`config.mk`:
```
export PLATFORM = sky130hd
export DESIGN_NAME = spi_flag_core
export DESIGN_NICKNAME = d
export VERILOG_FILES = /design/src/rtl/spi_flag_pkg.sv /design/src/rtl/spi_flag_dp.sv /design/src/rtl/spi_flag_ctrl.sv /design/src/rtl/spi_flag_core.sv
export SDC_FILE = /design/constraint.sdc
export NUM_CORES = 1
export LEC_CHECK = 0
export ABC_AREA = 1
export BUFFER_PORTS_ARGS = -buffer_cell sky130_fd_sc_hd__buf_2
export CAP_MARGIN = 0
export CORE_MARGIN = 8
export CORE_UTILIZATION = 30
export DETAILED_ROUTE_END_ITERATION = 8
export GPL_ROUTABILITY_DRIVEN = 0
export PLACE_DENSITY = 0.45
export SLEW_MARGIN = 15
export SYNTH_ARGS = -nofsm -noshare
export SYNTH_HDL_FRONTEND = slang
export SYNTH_HIERARCHICAL = 1
export SYNTH_SLANG_ARGS = --single-unit
```
`constraint.sdc`:
```
create_clock -name clk -period 2.6 [get_ports clk]
set_input_delay 0.13 -clock clk [delete_from_list [all_inputs] [get_ports clk]]
set_output_delay 0.13 -clock clk [all_outputs]
set_load 0.01 [all_outputs]
```
`src/rtl/spi_flag_pkg.sv`:
```
package spi_flag_pkg;
  localparam int BYTE_W = 8;

  localparam logic [1:0] ADR_CTRL = 2'd0;
  localparam logic [1:0] ADR_STAT = 2'd1;
  localparam logic [1:0] ADR_DATA = 2'd2;

  localparam int CTRL_IEN  = 7;
  localparam int CTRL_MSTR = 4;

  typedef struct packed {
    logic              load;
    logic              start;
    logic              abort;
    logic              slaveMode;
    logic              rxAccept;
    logic [BYTE_W-1:0] loadData;
  } dpCtl_t;
endpackage

```
`src/rtl/spi_flag_dp.sv`:
```
module spi_flag_dp
  import spi_flag_pkg::*;
#(
  parameter int HALF_CYC = 4
) (
  input  logic              clk,
  input  logic              rstN,
  input  dpCtl_t            dpCtl,
  input  logic              ssN,
  input  logic              sckIn,
  input  logic              sdiIn,
  output logic              sckOut,
  output logic              sdoOut,
  output logic              busy,
  output logic              doneStb,
  output logic [BYTE_W-1:0] rxData
);
  localparam int DIV_W = $clog2(HALF_CYC + 1);
  localparam int CNT_W = $clog2(BYTE_W + 1);

  logic [BYTE_W-1:0] shifter;
  logic [DIV_W-1:0]  divCnt;
  logic [CNT_W-1:0]  bitCnt;
  logic              active;
  logic              sampleBit;
  logic [2:0]        sckPipe;
  logic [1:0]        ssPipe;
  logic              sckRise, sckFall, lastBit;
  logic [BYTE_W-1:0] nextShift;

  assign sckRise   = sckPipe[1] & ~sckPipe[2];
  assign sckFall   = ~sckPipe[1] & sckPipe[2];
  assign lastBit   = (bitCnt == CNT_W'(BYTE_W - 1));
  assign nextShift = {shifter[BYTE_W-2:0], sampleBit};
  assign sdoOut    = shifter[BYTE_W-1];
  assign busy      = active;

  always_ff @(posedge clk or negedge rstN) begin
    if (!rstN) begin
      sckPipe <= '0;
      ssPipe  <= '1;
    end else begin
      sckPipe <= {sckPipe[1:0], sckIn};
      ssPipe  <= {ssPipe[0], ssN};
    end
  end

  always_ff @(posedge clk or negedge rstN) begin
    if (!rstN) begin
      shifter   <= '0;
      divCnt    <= '0;
      bitCnt    <= '0;
      active    <= 1'b0;
      sampleBit <= 1'b0;
      sckOut    <= 1'b0;
      doneStb   <= 1'b0;
      rxData    <= '0;
    end else begin
      doneStb <= 1'b0;
      if (dpCtl.abort) begin
        active <= 1'b0;
        sckOut <= 1'b0;
        divCnt <= '0;
        bitCnt <= '0;
      end else if (dpCtl.load) begin
        shifter <= dpCtl.loadData;
        divCnt  <= '0;
        bitCnt  <= '0;
        sckOut  <= 1'b0;
        active  <= dpCtl.start;
      end else if (!dpCtl.slaveMode) begin
        if (active) begin
          if (divCnt == DIV_W'(HALF_CYC - 1)) begin
            divCnt <= '0;
            if (!sckOut) begin
              sckOut    <= 1'b1;
              sampleBit <= sdiIn;
            end else begin
              sckOut  <= 1'b0;
              shifter <= nextShift;
              bitCnt  <= bitCnt + 1'b1;
              if (lastBit) begin
                active  <= 1'b0;
                bitCnt  <= '0;
                doneStb <= 1'b1;
                if (dpCtl.rxAccept) rxData <= nextShift;
              end
            end
          end else begin
            divCnt <= divCnt + 1'b1;
          end
        end
      end else begin
        sckOut <= 1'b0;
        if (ssPipe[1]) begin
          active <= 1'b0;
          bitCnt <= '0;
        end else if (sckRise) begin
          sampleBit <= sdiIn;
          active    <= 1'b1;
        end else if (sckFall && active) begin
          shifter <= nextShift;
          bitCnt  <= bitCnt + 1'b1;
          if (lastBit) begin
            active  <= 1'b0;
            bitCnt  <= '0;
            doneStb <= 1'b1;
            if (dpCtl.rxAccept) rxData <= nextShift;
          end
        end
      end
    end
  end
endmodule

```
`src/rtl/spi_flag_ctrl.sv`:
```
module spi_flag_ctrl
  import spi_flag_pkg::*;
(
  input  logic              clk,
  input  logic              rstN,
  input  logic              busSel,
  input  logic              busWr,
  input  logic [1:0]        busAddr,
  input  logic [BYTE_W-1:0] busWdata,
  output logic [BYTE_W-1:0] busRdata,
  input  logic              ssN,
  input  logic              dpBusy,
  input  logic              dpDone,
  input  logic [BYTE_W-1:0] rxData,
  output dpCtl_t            dpCtl,
  output logic [7:0]        statusBits,
  output logic              masterMode,
  output logic              intEn,
  output logic              irq
);
  logic [1:0] ssSync;
  logic doneFlag, wcolFlag, modfFlag;
  logic armDone, armWcol, armModf;
  logic rdStat, dataAcc, dataWr, ctrlWr;
  logic modeFaultNow, wrAllowed, collide;

  assign rdStat       = busSel & ~busWr & (busAddr == ADR_STAT);
  assign dataAcc      = busSel & (busAddr == ADR_DATA);
  assign dataWr       = dataAcc & busWr;
  assign ctrlWr       = busSel & busWr & (busAddr == ADR_CTRL);
  assign modeFaultNow = masterMode & ~ssSync[1];
  assign wrAllowed    = dataWr & ~(doneFlag & ~armDone);
  assign collide      = wrAllowed & dpBusy;

  always_comb begin
    dpCtl.load      = wrAllowed & ~dpBusy & ~modeFaultNow;
    dpCtl.start     = wrAllowed & ~dpBusy & ~modeFaultNow & masterMode;
    dpCtl.abort     = modeFaultNow | (ctrlWr & masterMode & ~busWdata[CTRL_MSTR]);
    dpCtl.slaveMode = ~masterMode;
    dpCtl.rxAccept  = ~doneFlag;
    dpCtl.loadData  = busWdata;
  end

  always_ff @(posedge clk or negedge rstN) begin
    if (!rstN) ssSync <= '1;
    else       ssSync <= {ssSync[0], ssN};
  end

  always_ff @(posedge clk or negedge rstN) begin
    if (!rstN) begin
      doneFlag   <= 1'b0;
      wcolFlag   <= 1'b0;
      modfFlag   <= 1'b0;
      armDone    <= 1'b0;
      armWcol    <= 1'b0;
      armModf    <= 1'b0;
      masterMode <= 1'b0;
      intEn      <= 1'b0;
    end else begin
      if (rdStat) begin
        armDone <= doneFlag;
        armWcol <= wcolFlag;
        armModf <= modfFlag;
      end else begin
        if (dataAcc) begin
          armDone <= 1'b0;
          armWcol <= 1'b0;
        end
        if (ctrlWr) armModf <= 1'b0;
      end

      if (dpDone)                   doneFlag <= 1'b1;
      else if (dataAcc && armDone)  doneFlag <= 1'b0;

      if (collide)                  wcolFlag <= 1'b1;
      else if (dataAcc && armWcol)  wcolFlag <= 1'b0;

      if (modeFaultNow)             modfFlag <= 1'b1;
      else if (ctrlWr && armModf)   modfFlag <= 1'b0;

      if (modeFaultNow)  masterMode <= 1'b0;
      else if (ctrlWr)   masterMode <= busWdata[CTRL_MSTR];

      if (ctrlWr) intEn <= busWdata[CTRL_IEN];
    end
  end

  assign statusBits = {doneFlag, wcolFlag, 1'b0, modfFlag, 4'b0000};
  assign irq        = doneFlag & intEn;

  always_comb begin
    busRdata = '0;
    if (busSel && !busWr) begin
      unique case (busAddr)
        ADR_CTRL: begin
          busRdata[CTRL_IEN]  = intEn;
          busRdata[CTRL_MSTR] = masterMode;
        end
        ADR_STAT: busRdata = statusBits;
        ADR_DATA: busRdata = rxData;
        default:  busRdata = '0;
      endcase
    end
  end
endmodule

```
`src/rtl/spi_flag_core.sv`:
```
module spi_flag_core
  import spi_flag_pkg::*;
#(
  parameter int HALF_CYC = 4
) (
  input  logic       clk,
  input  logic       rstN,
  input  logic       busSel,
  input  logic       busWr,
  input  logic [1:0] busAddr,
  input  logic [7:0] busWdata,
  output logic [7:0] busRdata,
  output logic       irq,
  input  logic       ssN,
  input  logic       sckIn,
  input  logic       sdiIn,
  output logic       sckOut,
  output logic       sdoOut
);
  dpCtl_t            dpCtl;
  logic              dpBusy, dpDone;
  logic [BYTE_W-1:0] rxData;
  logic [7:0]        statusBits;
  logic              masterMode, intEn;

  spi_flag_ctrl u_ctrl (
    .clk, .rstN, .busSel, .busWr, .busAddr, .busWdata, .busRdata,
    .ssN, .dpBusy, .dpDone, .rxData, .dpCtl, .statusBits,
    .masterMode, .intEn, .irq
  );

  spi_flag_dp #(.HALF_CYC(HALF_CYC)) u_dp (
    .clk, .rstN, .dpCtl, .ssN, .sckIn, .sdiIn, .sckOut, .sdoOut,
    .busy(dpBusy), .doneStb(dpDone), .rxData
  );
endmodule

```
Yosys cells after proc, flatten, opt, wreduce, memory -nomap -nowiden. Index checks and enable logic that the tools add are counted.

Reductions and logical operators: 28. Muxes and demuxes: 83. $add $sub $neg: 2. Bitwise logic cells: 30. Eq/ne operators: 19.

Operators with widths (count): $mux W8 (18); $mux W1 (46); $mux W4 (11); $and A1 B1 Y1 (18); $reduce_bool A2 Y1 (8); $mux W3 (5); $reduce_and A7 Y1 (2); $ne A4 B3 Y1 const B (3); $reduce_bool A6 Y1 (2); $not A1 Y1 (11); $ne A3 B2 Y1 const B (3); $reduce_bool A3 Y1 (3); $reduce_and A8 Y1 (1); $ne A2 B1 Y1 const B (3); $ne A2 B2 Y1 const B (3); $ne A3 B3 Y1 const B (2); $pmux W1 S3 (2); $reduce_and A2 Y1 (3); $logic_and A1 B1 Y1 (5); $ne A5 B4 Y1 const B (1); $reduce_and A5 Y1 (1); $reduce_bool A5 Y1 (1); $add A4 B1 Y4 const B (1); $eq A4 B3 Y1 const B (1); other kinds (8) (8).

Bits of input ports: 17. Register bits after elaboration: 42.

Depth between registers and ports, before layout.
Depth after elaboration: 9. Depth in mapped cells: 14. Depth with buffers taken out: 13.

Hierarchy. Netlist, hierarchy kept.

Modules (own cells, without submodules): spi_flag_dp (cells an instance 212, area an instance 1714.1 sq um, times used 1); spi_flag_ctrl (cells an instance 104, area an instance 728.2 sq um, times used 1).

Least setup slack after synthesis. OpenSTA, ideal clock, no wires.

Path type: reg2reg. Start: register u_ctrl.masterMode. End: register u_dp.rxData[0]. Period minus slack after synthesis: 1754 ps. Data required time: 2483 ps. Data arrival time: 1637 ps. Setup time: 117 ps. Cell stages (with the launch flop): 11. Buffers on the path: 0. Path slack: 846 ps. Path through: dfrtp_1 inv_1 nor2_1 inv_1 o21ai_0 nor2_2 nand2_2 nor2_8 nand3_4 nand2_1 nand2_1.

RTL lines: start, declared (line spi_flag_ctrl.sv:17) `output logic masterMode,`; start signal, assigned (line spi_flag_ctrl.sv:82) `else if (ctrlWr) masterMode <= busWdata[CTRL_MSTR];`; end signal, assigned (line spi_flag_dp.sv:86) `if (dpCtl.rxAccept) rxData <= nextShift;`; end signal, assigned (line spi_flag_dp.sv:108) `if (dpCtl.rxAccept) rxData <= nextShift;`; end, declared (line spi_flag_dp.sv:16) `output logic [BYTE_W-1:0] rxData`.

==> impl_metrics.yaml <==
run_status:
  outcome: "finished with violations"
  violations: "negative hold slack"
critical_path:
  crit_chain: "inv_1, nor2_1, nor2_1, nand2_1, inv_1, inv_1, nand2_2, o21ai_1, nor2_4, nand2_4, nand2_1, nand2_1"
  cp_slowest_cell: "dfrtp_1"
  critPathMaxStageDelay_ps: 390
  startpoint_type: "register"
  path_delay_family: "simple AND/OR/NAND/NOR gates"
  crit_fanout: 12
  critical_path_class: "reg -> reg"
  end_kind: "register"
  r2r_cells: 12
  cp.arrival_ps: 2270
  worst-path-stages: 12
  path_buf_inv: 3
  crit_required_ps: 2780
timing:
  slew_violations: 0
  hold_viol_final: 25
  hold_ws_ps: -24.1
  rsz0062_at_grt: "false"
  period_share: 0.803
  finClkSkew_ps: 6.86
  setup_viol: 0
  max_freq_ghz: 0.479
  tightest_slew_ps: 927
  min_period_ps: 2090
  slew_headroom: 0.382
  final.setup.tns_ps: 0
detailed_routing:
  routed_wl_um: 5450
  wl_per_cell_um: 12.5
  drt_iter0_drc: 111
  first_pass_iters: 4
  drc: 0
  vias: 1922
  ant_nets: 0
  via_per_inst: 4.40
clock_network:
  h-tree-depth: 2
  ctsHoldBuffers: 2
  clock_latency_ps: 280
  clkTransAtPathRegs_ps: 80
  cts_sinks: 42
  postCtsSetupRepairBufs: 0
  cts_resized: 0
  cts_root_buf: "clkbuf_8"
  cts_tree: "built"
  numCtsBuffers: 5
  cts_buffer_depth: 2
yosys:
  synth_area_sq_mm: 0.00238
  syn_inst: 307
  synth_warnings: 6
  syn_avg_cell_area_sq_um: 7.75
  syn_nets: 330
finish:
  layout-drive-gt1-share: 0.176
  final.fill_count: 845
  num_antenna_cells: 0
  area_delta_synth_final_pct: 12.7
  fin_area_sq_mm: 0.00268
  num-nets-final: 357
power_and_ir_drop:
  p_sw_frac: 0.382
  powerDensity_mw_per_mm2: 734
  p_int_w: 0.00122
  combPwrFrac: 0.320
  peakVddDrop_mv: 0.377
  p_clk_frac: 0.218
  seq_power_share: 0.462
  p_sw_w: 0.000751
  power_leakage_nw: 1.48
global_route:
  use_met1: 0.136
  grt_usage: 0.104
  grt_max_degree: 43
  use_met3: 0.0264
  antenna_found_initial: 0
  use_met2: 0.166
  grt_pass1_vias: 1978
  grt_pass1_wl_um: 9510
  busiest_layer: "met2"
  grt_overflow_total: 0
floorplanning:
  die_w_um: 105
  core-area_sq_mm: 0.00769
  dieArea_sq_mm: 0.0110
  io_pins: 28
  initial_core_util: 0.309
  die_h_um: 105
  rows: 32
placed_design:
  io_buffers: 27
  post_dp_cell_area_sq_mm: 0.00257
  place_hpwl_um: 4150
job:
  drv_cap: 0
min_path:
  hold_path_class: "in -> async"
## layout by cell type (no fill, tap or decap), types with 2 or more instances in the layout
cell	count
dfstp_2	4
buf_2	27
clkbuf_8	6
nand3_1	23
nor2_8	2
a21oi_1	4
dfrtp_1	38
dlygate4sd3_1	2
buf_4	2
nand2_2	3
inv_1	26
nand4_1	9
nand3_4	2
nand2_4	2
nor2_2	2
nor2_1	31
o21ai_0	10
ha_1	6
nand2_1	120
## final timing paths
| check | startpoint | end | slack [ps] |
|---|---|---|---|
| setup / recovery | u_ctrl/masterMode | u_dp/shifter[1] | 510 |
| hold / removal | rstN | u_dp/bitCnt[0] | -20 |
| setup reg to reg | u_ctrl/masterMode | u_dp/shifter[1] | 510 |
| max in group asynchronous | rstN | u_ctrl/doneFlag | 2040 |
| min in group clk | sdiIn | u_dp/sampleBit | 100 |
| hold reg to reg | u_dp/sckPipe[0] | u_dp/sckPipe[1] | 360 |
## routing by layer
metal | wire length, um | vias up
met1 | 2840 | 869
met3 | 187 | 2
met5 | 0 | -
met2 | 2390 | 25
li1 | - | 1026
met4 | 29 | 0
## registers in the layout, indices dropped and copies added (netlist names)
register	cells
u_ctrl/armWcol	1
u_dp/divCnt	3
u_dp/bitCnt	4
u_ctrl/wcolFlag	1
u_dp/doneStb	1
u_ctrl/armModf	1
u_ctrl/modfFlag	1
u_dp/sckPipe	3
u_ctrl/doneFlag	1
u_dp/shifter	8
u_dp/sampleBit	1
u_ctrl/armDone	1
u_dp/busy	1
u_dp/rxData	8
u_ctrl/ssSync	2
u_dp/sckOut	1
u_ctrl/intEn	1
u_dp/ssPipe	2
u_ctrl/masterMode	1
## final cells by class
cell class,count,area (sq um),share of cell area
Clock buffer,7,86.3,0.0322
Clock inverter,1,5.00,0.00187
Inverter,28,108,0.0401
Multi-Input combinational cell,226,1130,0.421
Sequential cell,42,1060,0.394
Tap cell,102,128,0.0476
Timing Repair Buffer,31,170,0.0635
## worst register-to-register path: cells and delay by family (launching register included)
family	cells	cell delay, ps
flops	1	390
buf+inv	3	590
simple gates	8	900
compound gates	1	90
## metrics by stage
step,power (W),utilization,std cells,hold slack [ps],setup slack (ps)
floorplan,0.00139,-,307,-166,846
global placement,0.00156,0.334,427,241,499
detailed placement,0.00156,0.334,427,240,424
CTS,0.00201,0.349,437,22.1,503
global route,0.00214,0.349,437,67.1,240
finish,0.00197,0.349,437,-24.1,511
## power groups by stage
stage / sequential, W / clock [W] / combinational, W
global placement: 0.000923 / 0 / 0.000633
CTS: 0.000910 / 0.000456 / 0.000641
floorplan: 0.000887 / 0 / 0.000499
global route: 0.000932 / 0.000477 / 0.000727
detailed placement: 0.000923 / 0 / 0.000635
finish: 0.000909 / 0.000429 / 0.000630
(Power assumes the default switching activity.)
